File: src/rtl/tdm_timing_pkg.sv
package tdm_timing_pkg;

    localparam int unsigned BITS_PER_SLOT = 8;
    localparam int unsigned MIN_SLOTS     = 32;
    localparam int unsigned MAX_SLOTS     = 128;
    localparam int unsigned SLOT_W        = $clog2(MAX_SLOTS);
    localparam int unsigned BIT_W         = $clog2(BITS_PER_SLOT);
    localparam int unsigned PH_W          = 2;

    localparam logic [PH_W-1:0]  PH_LAST  = PH_W'(3);
    localparam logic [BIT_W-1:0] BIT_LAST = BIT_W'(BITS_PER_SLOT - 1);

    typedef enum logic {
        SYNC_LOW_STRADDLE = 1'b0,
        SYNC_HIGH_LEAD    = 1'b1
    } sync_style_e;

    typedef enum logic [1:0] {
        SAMP_HALF    = 2'd0,
        SAMP_3Q      = 2'd1,
        SAMP_END     = 2'd2,
        SAMP_END_ALT = 2'd3
    } samp_pt_e;

    typedef struct packed {
        logic [SLOT_W-1:0] slot;
        logic [BIT_W-1:0]  bitn;
        logic [PH_W-1:0]   ph;
    } bus_pos_t;

    // Index of the final slot for a rate code; codes 2 and 3 both mean the widest frame.
    function automatic logic [SLOT_W-1:0] last_slot(input logic [1:0] rate);
        int unsigned n;
        n = (rate >= 2'd2) ? MAX_SLOTS : (MIN_SLOTS << rate);
        return SLOT_W'(n - 1);
    endfunction

    // Phase that the position enters on the edge where a capture happens.
    function automatic logic [PH_W-1:0] capture_phase(input samp_pt_e s);
        case (s)
            SAMP_HALF: return PH_W'(2);
            SAMP_3Q:   return PH_W'(3);
            default:   return PH_W'(0);
        endcase
    endfunction

    // Frame sync level for a given position and style.
    function automatic logic sync_level(input bus_pos_t p, input sync_style_e st,
                                        input logic [SLOT_W-1:0] last);
        logic in_last_bit;
        logic first_q;
        logic final_q;
        in_last_bit = (p.slot == last) && (p.bitn == BIT_LAST);
        final_q     = in_last_bit && (p.ph == PH_LAST);
        first_q     = (p.slot == '0) && (p.bitn == '0) && (p.ph == '0);
        if (st == SYNC_LOW_STRADDLE)
            return !(final_q || first_q);
        return in_last_bit;
    endfunction

endpackage

File: src/rtl/tdm_frame_counter.sv
module tdm_frame_counter
    import tdm_timing_pkg::*;
(
    input  logic              clk,
    input  logic              rst,
    input  sync_style_e       style_in,
    input  logic [1:0]        rate_in,
    output bus_pos_t          nxt_pos,
    output sync_style_e       nxt_style,
    output logic [SLOT_W-1:0] nxt_last,
    output logic              nxt_counted,
    output logic [SLOT_W-1:0] cur_slot,
    output logic [BIT_W-1:0]  cur_bit,
    output sync_style_e       cur_style
);

    bus_pos_t    pos_q;
    sync_style_e style_q;
    logic [1:0]  rate_q;
    logic [1:0]  nxt_rate;

    // Next position; reset is folded in so every consumer registers from one source.
    always_comb begin
        nxt_pos     = pos_q;
        nxt_style   = style_q;
        nxt_rate    = rate_q;
        nxt_counted = 1'b0;
        if (rst) begin
            nxt_pos   = '0;
            nxt_style = style_in;
            nxt_rate  = rate_in;
        end else begin
            nxt_counted = 1'b1;
            if (pos_q.ph != PH_LAST) begin
                nxt_pos.ph = pos_q.ph + 1'b1;
            end else begin
                nxt_pos.ph = '0;
                if (pos_q.bitn != BIT_LAST) begin
                    nxt_pos.bitn = pos_q.bitn + 1'b1;
                end else begin
                    nxt_pos.bitn = '0;
                    if (pos_q.slot != last_slot(rate_q)) begin
                        nxt_pos.slot = pos_q.slot + 1'b1;
                    end else begin
                        nxt_pos.slot = '0;
                        nxt_style    = style_in;
                        nxt_rate     = rate_in;
                    end
                end
            end
        end
        nxt_last = last_slot(nxt_rate);
    end

    always_ff @(posedge clk) begin
        pos_q   <= nxt_pos;
        style_q <= nxt_style;
        rate_q  <= nxt_rate;
    end

    assign cur_slot  = pos_q.slot;
    assign cur_bit   = pos_q.bitn;
    assign cur_style = style_q;

endmodule

File: src/rtl/tdm_sync_gen.sv
module tdm_sync_gen
    import tdm_timing_pkg::*;
(
    input  logic              clk,
    input  bus_pos_t          nxt_pos,
    input  sync_style_e       nxt_style,
    input  logic [SLOT_W-1:0] nxt_last,
    input  logic              nxt_counted,
    output logic              clk_x2,
    output logic              clk_x1,
    output logic              fsync,
    output logic              slot_start
);

    // All timing outputs come straight from flops so the bus clocks are glitch-free.
    always_ff @(posedge clk) begin
        clk_x1     <= ~nxt_pos.ph[1];
        clk_x2     <= ~nxt_pos.ph[0];
        fsync      <= sync_level(nxt_pos, nxt_style, nxt_last);
        slot_start <= nxt_counted && (nxt_pos.bitn == '0) && (nxt_pos.ph == '0);
    end

endmodule

File: src/rtl/tdm_data_port.sv
module tdm_data_port
    import tdm_timing_pkg::*;
#(
    parameter int unsigned STREAMS = 16
) (
    input  logic               clk,
    input  logic               rst,
    input  bus_pos_t           nxt_pos,
    input  logic               nxt_counted,
    input  logic [SLOT_W-1:0]  cur_slot,
    input  logic [BIT_W-1:0]   cur_bit,
    input  samp_pt_e           samp_in,
    input  logic [STREAMS-1:0] tx_in,
    input  logic [STREAMS-1:0] rx_in,
    output logic [STREAMS-1:0] tx_out,
    output logic [STREAMS-1:0] rx_data,
    output logic               rx_valid,
    output logic [SLOT_W-1:0]  rx_slot,
    output logic [BIT_W-1:0]   rx_bit
);

    samp_pt_e samp_q;
    logic     cell_start;
    logic     capture;

    assign cell_start = (nxt_pos.ph == '0);
    assign capture    = nxt_counted && (nxt_pos.ph == capture_phase(samp_q));

    always_ff @(posedge clk) begin
        if (rst) begin
            tx_out   <= '0;
            rx_data  <= '0;
            rx_valid <= 1'b0;
            rx_slot  <= '0;
            rx_bit   <= '0;
            samp_q   <= samp_in;
        end else begin
            if (cell_start) begin
                tx_out <= tx_in;
                samp_q <= samp_in;
            end
            rx_valid <= capture;
            if (capture) begin
                rx_data <= rx_in;
                rx_slot <= cur_slot;
                rx_bit  <= cur_bit;
            end
        end
    end

endmodule

File: src/rtl/tdm_frame_timer.sv
module tdm_frame_timer
    import tdm_timing_pkg::*;
#(
    parameter int unsigned STREAMS = 16
) (
    input  logic               clk,
    input  logic               rst,
    input  logic               sync_style,
    input  logic [1:0]         rate_sel,
    input  logic [1:0]         samp_sel,
    input  logic [STREAMS-1:0] tx_in,
    input  logic [STREAMS-1:0] rx_in,
    output logic               clk_x2,
    output logic               clk_x1,
    output logic               fsync,
    output logic [SLOT_W-1:0]  slot_idx,
    output logic [BIT_W-1:0]   bit_idx,
    output logic               slot_start,
    output logic [STREAMS-1:0] tx_out,
    output logic [STREAMS-1:0] rx_data,
    output logic               rx_valid,
    output logic [SLOT_W-1:0]  rx_slot,
    output logic [BIT_W-1:0]   rx_bit
);

    bus_pos_t          nxt_pos;
    sync_style_e       nxt_style;
    sync_style_e       act_style;
    logic [SLOT_W-1:0] nxt_last;
    logic              nxt_counted;

    tdm_frame_counter u_cnt (
        .clk        (clk),
        .rst        (rst),
        .style_in   (sync_style_e'(sync_style)),
        .rate_in    (rate_sel),
        .nxt_pos    (nxt_pos),
        .nxt_style  (nxt_style),
        .nxt_last   (nxt_last),
        .nxt_counted(nxt_counted),
        .cur_slot   (slot_idx),
        .cur_bit    (bit_idx),
        .cur_style  (act_style)
    );

    tdm_sync_gen u_sync (
        .clk        (clk),
        .nxt_pos    (nxt_pos),
        .nxt_style  (nxt_style),
        .nxt_last   (nxt_last),
        .nxt_counted(nxt_counted),
        .clk_x2     (clk_x2),
        .clk_x1     (clk_x1),
        .fsync      (fsync),
        .slot_start (slot_start)
    );

    tdm_data_port #(.STREAMS(STREAMS)) u_data (
        .clk        (clk),
        .rst        (rst),
        .nxt_pos    (nxt_pos),
        .nxt_counted(nxt_counted),
        .cur_slot   (slot_idx),
        .cur_bit    (bit_idx),
        .samp_in    (samp_pt_e'(samp_sel)),
        .tx_in      (tx_in),
        .rx_in      (rx_in),
        .tx_out     (tx_out),
        .rx_data    (rx_data),
        .rx_valid   (rx_valid),
        .rx_slot    (rx_slot),
        .rx_bit     (rx_bit)
    );

endmodule

File: config.mk
export PLATFORM = sky130hd
export DESIGN_NAME = tdm_frame_timer
export DESIGN_NICKNAME = d
export VERILOG_FILES = /design/src/rtl/tdm_timing_pkg.sv /design/src/rtl/tdm_frame_counter.sv /design/src/rtl/tdm_sync_gen.sv /design/src/rtl/tdm_data_port.sv /design/src/rtl/tdm_frame_timer.sv
export SDC_FILE = /design/constraint.sdc
export NUM_CORES = 1
export LEC_CHECK = 0
export BUFFER_PORTS_ARGS = -buffer_cell sky130_fd_sc_hd__buf_2
export CAP_MARGIN = 40
export CORE_MARGIN = 2
export CORE_UTILIZATION = 38
export DETAILED_ROUTE_END_ITERATION = 6
export HOLD_SLACK_MARGIN = 0.15
export PLACE_DENSITY = 0.74
export SLEW_MARGIN = 0
export SYNTH_ARGS = -nofsm -noshare
export SYNTH_HDL_FRONTEND = slang
export SYNTH_SLANG_ARGS = --single-unit
File: constraint.sdc
create_clock -name clk -period 5.5 [get_ports clk]
set_input_delay 1.1 -clock clk [delete_from_list [all_inputs] [get_ports clk]]
set_output_delay 1.1 -clock clk [all_outputs]
set_load 0.005 [all_outputs]
### Yosys cells after proc, flatten, opt, wreduce, memory -nomap -nowiden

Cells that the tools add are included.
W data, S select, Z words.

| word-level totals | value |
|---|---|
| bits in latches | 0 |
| memory bits (writable) | 0 |
| bits of input ports | 39 |
| word-level logic and storage cells | 69 |
| memories kept | 0 |
| register bits | 64 |
| output and inout port bits | 57 |
| memory bits (read-only) | 0 |

| cells by class | value |
|---|---|
| $add $sub $neg | 5 |
| div/mod/pow operators | 0 |
| magnitude comparators | 2 |
| multipliers | 0 |
| eq/ne operators | 8 |
| shifts and indexed selects | 2 |
| reduce and logical (&&, ||, !) cells | 14 |
| mux-type cells | 21 |
| bitwise logic cells | 2 |

Operators with widths:

| kind | count |
|---|---|
| $mux W7 | 4 |
| $mux W2 | 7 |
| $shl A6 B2 Y7 const A | 2 |
| $sub A7 B1 Y7 const B | 2 |
| $mux W12 | 1 |
| $mux W10 | 1 |
| $add A7 B1 Y7 const B | 1 |
| $eq A7 B7 Y1 | 1 |
| $logic_and A1 B1 Y1 | 7 |
| $logic_not A7 Y1 | 1 |
| $ne A7 B7 Y1 | 1 |
| $mux W1 | 6 |
| $ge A2 B2 Y1 const B | 2 |
| $logic_not A2 Y1 | 2 |
| $pmux W2 S2 | 1 |
| $add A3 B1 Y3 const B | 1 |
| $eq A3 B3 Y1 const B | 1 |
| $logic_not A3 Y1 | 1 |
| $mux W3 | 1 |
| $ne A3 B3 Y1 const B | 1 |
| $add A2 B1 Y2 const B | 1 |
| $eq A2 B1 Y1 const B | 1 |
| $eq A2 B2 Y1 | 1 |
| $eq A2 B2 Y1 const B | 1 |
| other kinds (5) | 6 |

### Depth between registers and ports, before layout

| depth | value |
|---|---|
| depth in word-level cells | 17 |
| gate-level depth with buffers | 10 |
| gate-level depth less buffers | 8 |

### By module

Synthesis repeated with hierarchy kept, for this count alone.

| unflattened totals | value |
|---|---|
| cell total of the unflattened synthesis | 303 |
| area, all modules | 2,890.3 um2 |

Modules (own cells, without submodules):

| module | instances | area an instance (um2) | sequential area each (um2) | cells an instance |
|---|---|---|---|---|
| tdm_data_port | 1 | 1,858.0 | 920.9 | 192 |
| tdm_frame_counter | 1 | 799.5 | 300.3 | 87 |
| tdm_sync_gen | 1 | 232.7 | 80.1 | 24 |

### Worst setup path after synthesis

OpenSTA, ideal clock, no wires.

| path | value |
|---|---|
| path kind | input port to flip-flop |
| from | input port rst |
| to | register u_data.rx_bit[0] |
| data arrival time | 2.402 ns |
| setup slack | 2.978 ns |
| data required time | 5.381 ns |
| stages on the path | 7 |
| path buffers | 1 |
| cell sequence | or3_1 inv_2 nand2_1 o32a_1 nor2_2 buf_2 o21ai_1 |

RTL lines:

| item | line | RTL |
|---|---|---|
| from (decl) | tdm_frame_timer.sv:7 | `input logic rst,` |
| to (signal assigned) | tdm_data_port.sv:46 | `rx_bit <= cur_bit;` |
| to (decl) | tdm_data_port.sv:19 | `output logic [BIT_W-1:0] rx_bit` |

### Final worst setup path

| path | value |
|---|---|
| from | input port rst |
| to | register u_data.tx_out[1] |

| on the way | value |
|---|---|
| word-level cells in the longest chain between the ends | 2 |

RTL lines:

| item | line | RTL |
|---|---|---|
| $mux W12 | tdm_frame_counter.sv:28 | `if (rst) begin` |
| $logic_not A2 Y1 | tdm_data_port.sv:26 | `assign cell_start = (nxt_pos.ph == '0);` |
| to (signal assigned) | tdm_data_port.sv:39 | `tx_out <= tx_in;` |
| to (decl) | tdm_data_port.sv:15 | `output logic [STREAMS-1:0] tx_out,` |

Parallel ways exist; a longest one is shown, timed or not.
A chain may end at the register's enable or synchronous reset.

==> results.json <==
{
  "run_status": "complete, no violations",
  "syn_area_um2": 2789,
  "yosysTopAreaCellShare_pct": 44.50,
  "core.rowCount": 31,
  "rsz0062_at_grt": "no",
  "syn_avg_cell_area_um2": 8.555,
  "timing.max_cap.violations": 0,
  "cp_max_fo": 43,
  "clock_latency_ns": 0.34,
  "synth_cells": 326,
  "finalWirelength_mm": 6.164,
  "final_antenna_net_count": 0,
  "drv_slew": 0,
  "cts_root_buf": "clkbuf_8",
  "gp_congestion": 0.7751,
  "finalPower_w": 0.001047,
  "tns_ns": 0,
  "synth_area_leaders": "dfxtp_1 (45%), nand2_1 (8.7%), nand2b_1 (6.3%)",
  "post-cts-setup-buffers": 0,
  "synthAdderAreaFrac_pct": 1.795,
  "grt_usage_pct": 15.32,
  "grt_pass1_vias": 2127,
  "whs_ns": 0.4529,
  "yosysTopAreaCell": "dfxtp_1",
  "grt_max_degree": 44,
  "die_w_um": 89.67,
  "clk_path_buf_depth": 2,
  "core_area_um2": 7176,
  "tightest_slew_ns": 0.5578,
  "cp-end-kind": "register",
  "area_delta_synth_final_pct": 23.33,
  "worstPathArrival_ns": 3.31,
  "grt_antenna_before_repair": 0,
  "hold_violations": 0,
  "synth_top_family_by_area": "simple AND/OR/NAND/NOR gates",
  "crit_chain": "buf_2, buf_12, or3_1, nand2_1, clkinv_1, nand2_1, a21oi_1",
  "crit_family": "simple AND/OR/NAND/NOR gates",
  "setup_ws_ns": 2.396,
  "synth_commonest_cells": "nand2_1 (65), dfxtp_1 (62), nand2b_1 (28), o21ai_1 (27), a21oi_1 (23)",
  "htree_num_levels": 3,
  "io_pins": 96,
  "crit_required_ns": 5.71,
  "place_ws_ns": 2.000,
  "via_count": 2454,
  "die_y_um": 89.67,
  "synthXorXnorAreaFrac_pct": 0.9421,
  "synth.area.mux_share_pct": 2.243,
  "synth_edf_count": 2,
  "hold_buffers": 0,
  "ys_seq_area_share_pct": 46.66,
  "p_leak_nw": 1.515,
  "grt_pass1_wl_mm": 9.549,
  "antenna_cells": 0,
  "finalNetCount": 448,
  "hp-class": "register to register",
  "ys_ff_latch": 64,
  "drtIter0Drc": 97,
  "cts_buffers": 9,
  "crit_path_frequent_cell": "nand2_1",
  "critPathKind": "primary input to register",
  "hpwl_mm": 4.366,
  "synth-compound-area-share_pct": 16.11,
  "fin_util_pct": 47.93,
  "ys.flop_type": "dfxtp_1",
  "vdd_drop_max_mv": 0.1514,
  "port_buffers": 95,
  "relSlewSlack_pct": 62.72,
  "drc": 0,
  "ys_async_sr_fraction_pct": 0,
  "max_stage_delay_ns": 0.59,
  "synth_cell_type_count": 53,
  "synth.most_common_cell": "nand2_1",
  "start_util_pct": 38.87,
  "ys_warn_count": 0,
  "p_per_area_nw_per_um2": 304.3,
  "drive_above_1_share_pct": 30.24,
  "cts_num_sinks": 64,
  "slowest_stage": "clkinv_1",
  "clkTransAtPathRegs_ns": 0.08,
  "fmax_mhz": 322.1,
  "worstSetupStartpointType": "primary input",
  "vias_per_cell": 4.821,
  "grt-ovfl-total": 0,
  "wl_per_cell_um": 12.11,
  "syn_nets": 369,
  "clock-skew-final_ns": 0.009353,
  "critPathBufInv": 3,
  "dieArea_um2": 8041,
  "finalCriticalPeriod_ns": 3.104,
  "first_pass_iters": 4,
  "finalSetupViolations": 0,
  "synthSimpleGateAreaFrac_pct": 24.85,
  "fin_crit_sh_pct": 56.44,
  "cts_resized": 0,
  "tritoncts": "built"
}
[worst paths after layout]
path | to | from | cells after the start | slack [ns]
worst max register to register | u_sync.fsync$_DFF_P_ | u_cnt.cur_bit[0]$_DFF_P_ | 8 | 2.65
worst max-delay path | u_data.tx_out[1]$_SDFFE_PP0P_ | rst | 7 | 2.40
worst min-delay path | u_data.tx_out[11]$_SDFFE_PP0P_ | u_data.tx_out[11]$_SDFFE_PP0P_ | 2 | 0.45
worst min register to register | u_data.tx_out[11]$_SDFFE_PP0P_ | u_data.tx_out[11]$_SDFFE_PP0P_ | 2 | 0.45
[where the power goes]
part           total [W]  internal, W  switching, W
sequential      0.000530     0.000507     0.0000230
clock           0.000354     0.000166      0.000188
combinational   0.000163    0.0000751     0.0000876
total            0.00105     0.000748      0.000299
[worst register-to-register path, stage by stage (launching register included)]
cell       delay (ns)
dfxtp_1          0.48
ha_1             0.20
ha_1             0.35
and3_1           0.37
nand3_2          0.11
xor2_1           0.19
or4b_4           0.57
a2111oi_2        0.34
o31ai_1          0.12
[cells in the final DEF (no fill, tap or decap), drive strengths merged, types with 3 or more instances in the layout]
cell type and n:
nand3 8, nand2b 28, dfxtp 62, clkbuf 10, nor3 4, o31a 3
a21oi 23, or3 3, nand2 66, and3 3, clkinv 4, buf 97
a31oi 4, ha 4, mux2i 4, nor2 14, nor4 3, inv 10
o21ai 28
[routing by layer]
layer	vias up	share of wire, %	GRT usage [%]
li1	1264	-	-
met1	1101	43	19.02
met2	76	49	24.60
met5	-	0	0
met3	13	6.2	4.113
met4	0	1.7	7.463
[stage by stage]
| step | instance area [µm²] | cells |
|---|---|---|
| finish | 3440 | 509 |
| global route | 3440 | 509 |
| CTS | 3440 | 509 |
| detailed placement | 3268 | 493 |
| global placement | 3221 | 491 |
| floorplan | 2789 | 326 |
[layout make-up]
class / count / area [µm²]
fill: 714 / 3736
timing repair buffer: 97 / 523.0
clock buffer: 10 / 127.6
tap: 99 / 123.9
clock inverter: 6 / 43.79
multi-input combinational: 224 / 1286
sequential: 64 / 1301
inverter: 9 / 33.78
[sequential cells by signal (all words and copies together), names as in the netlist]
name / flops
u_cnt.rate_q: 2
u_cnt.cur_slot: 7
u_data.rx_data: 16
u_data.tx_out: 16
u_cnt.cur_bit: 3
u_data.rx_valid: 1
u_sync.clk_x2: 1
u_sync.fsync: 1
u_data.samp_q: 2
u_data.rx_bit: 3
u_cnt.pos_q: 2
u_cnt.cur_style: 1
u_sync.slot_start: 1
u_sync.clk_x1: 1
u_data.rx_slot: 7
[kinds of logic (layout without fill, tap and decap cells)]
family,after synthesis,in the layout
simple gates,139,139
compound gates,72,72
flops,64,64
buf+inv,38,122
mux,6,6
fa+ha+maj,4,4
xor+xnor,3,3
Note: power is estimated with default switching activity, not from simulation.
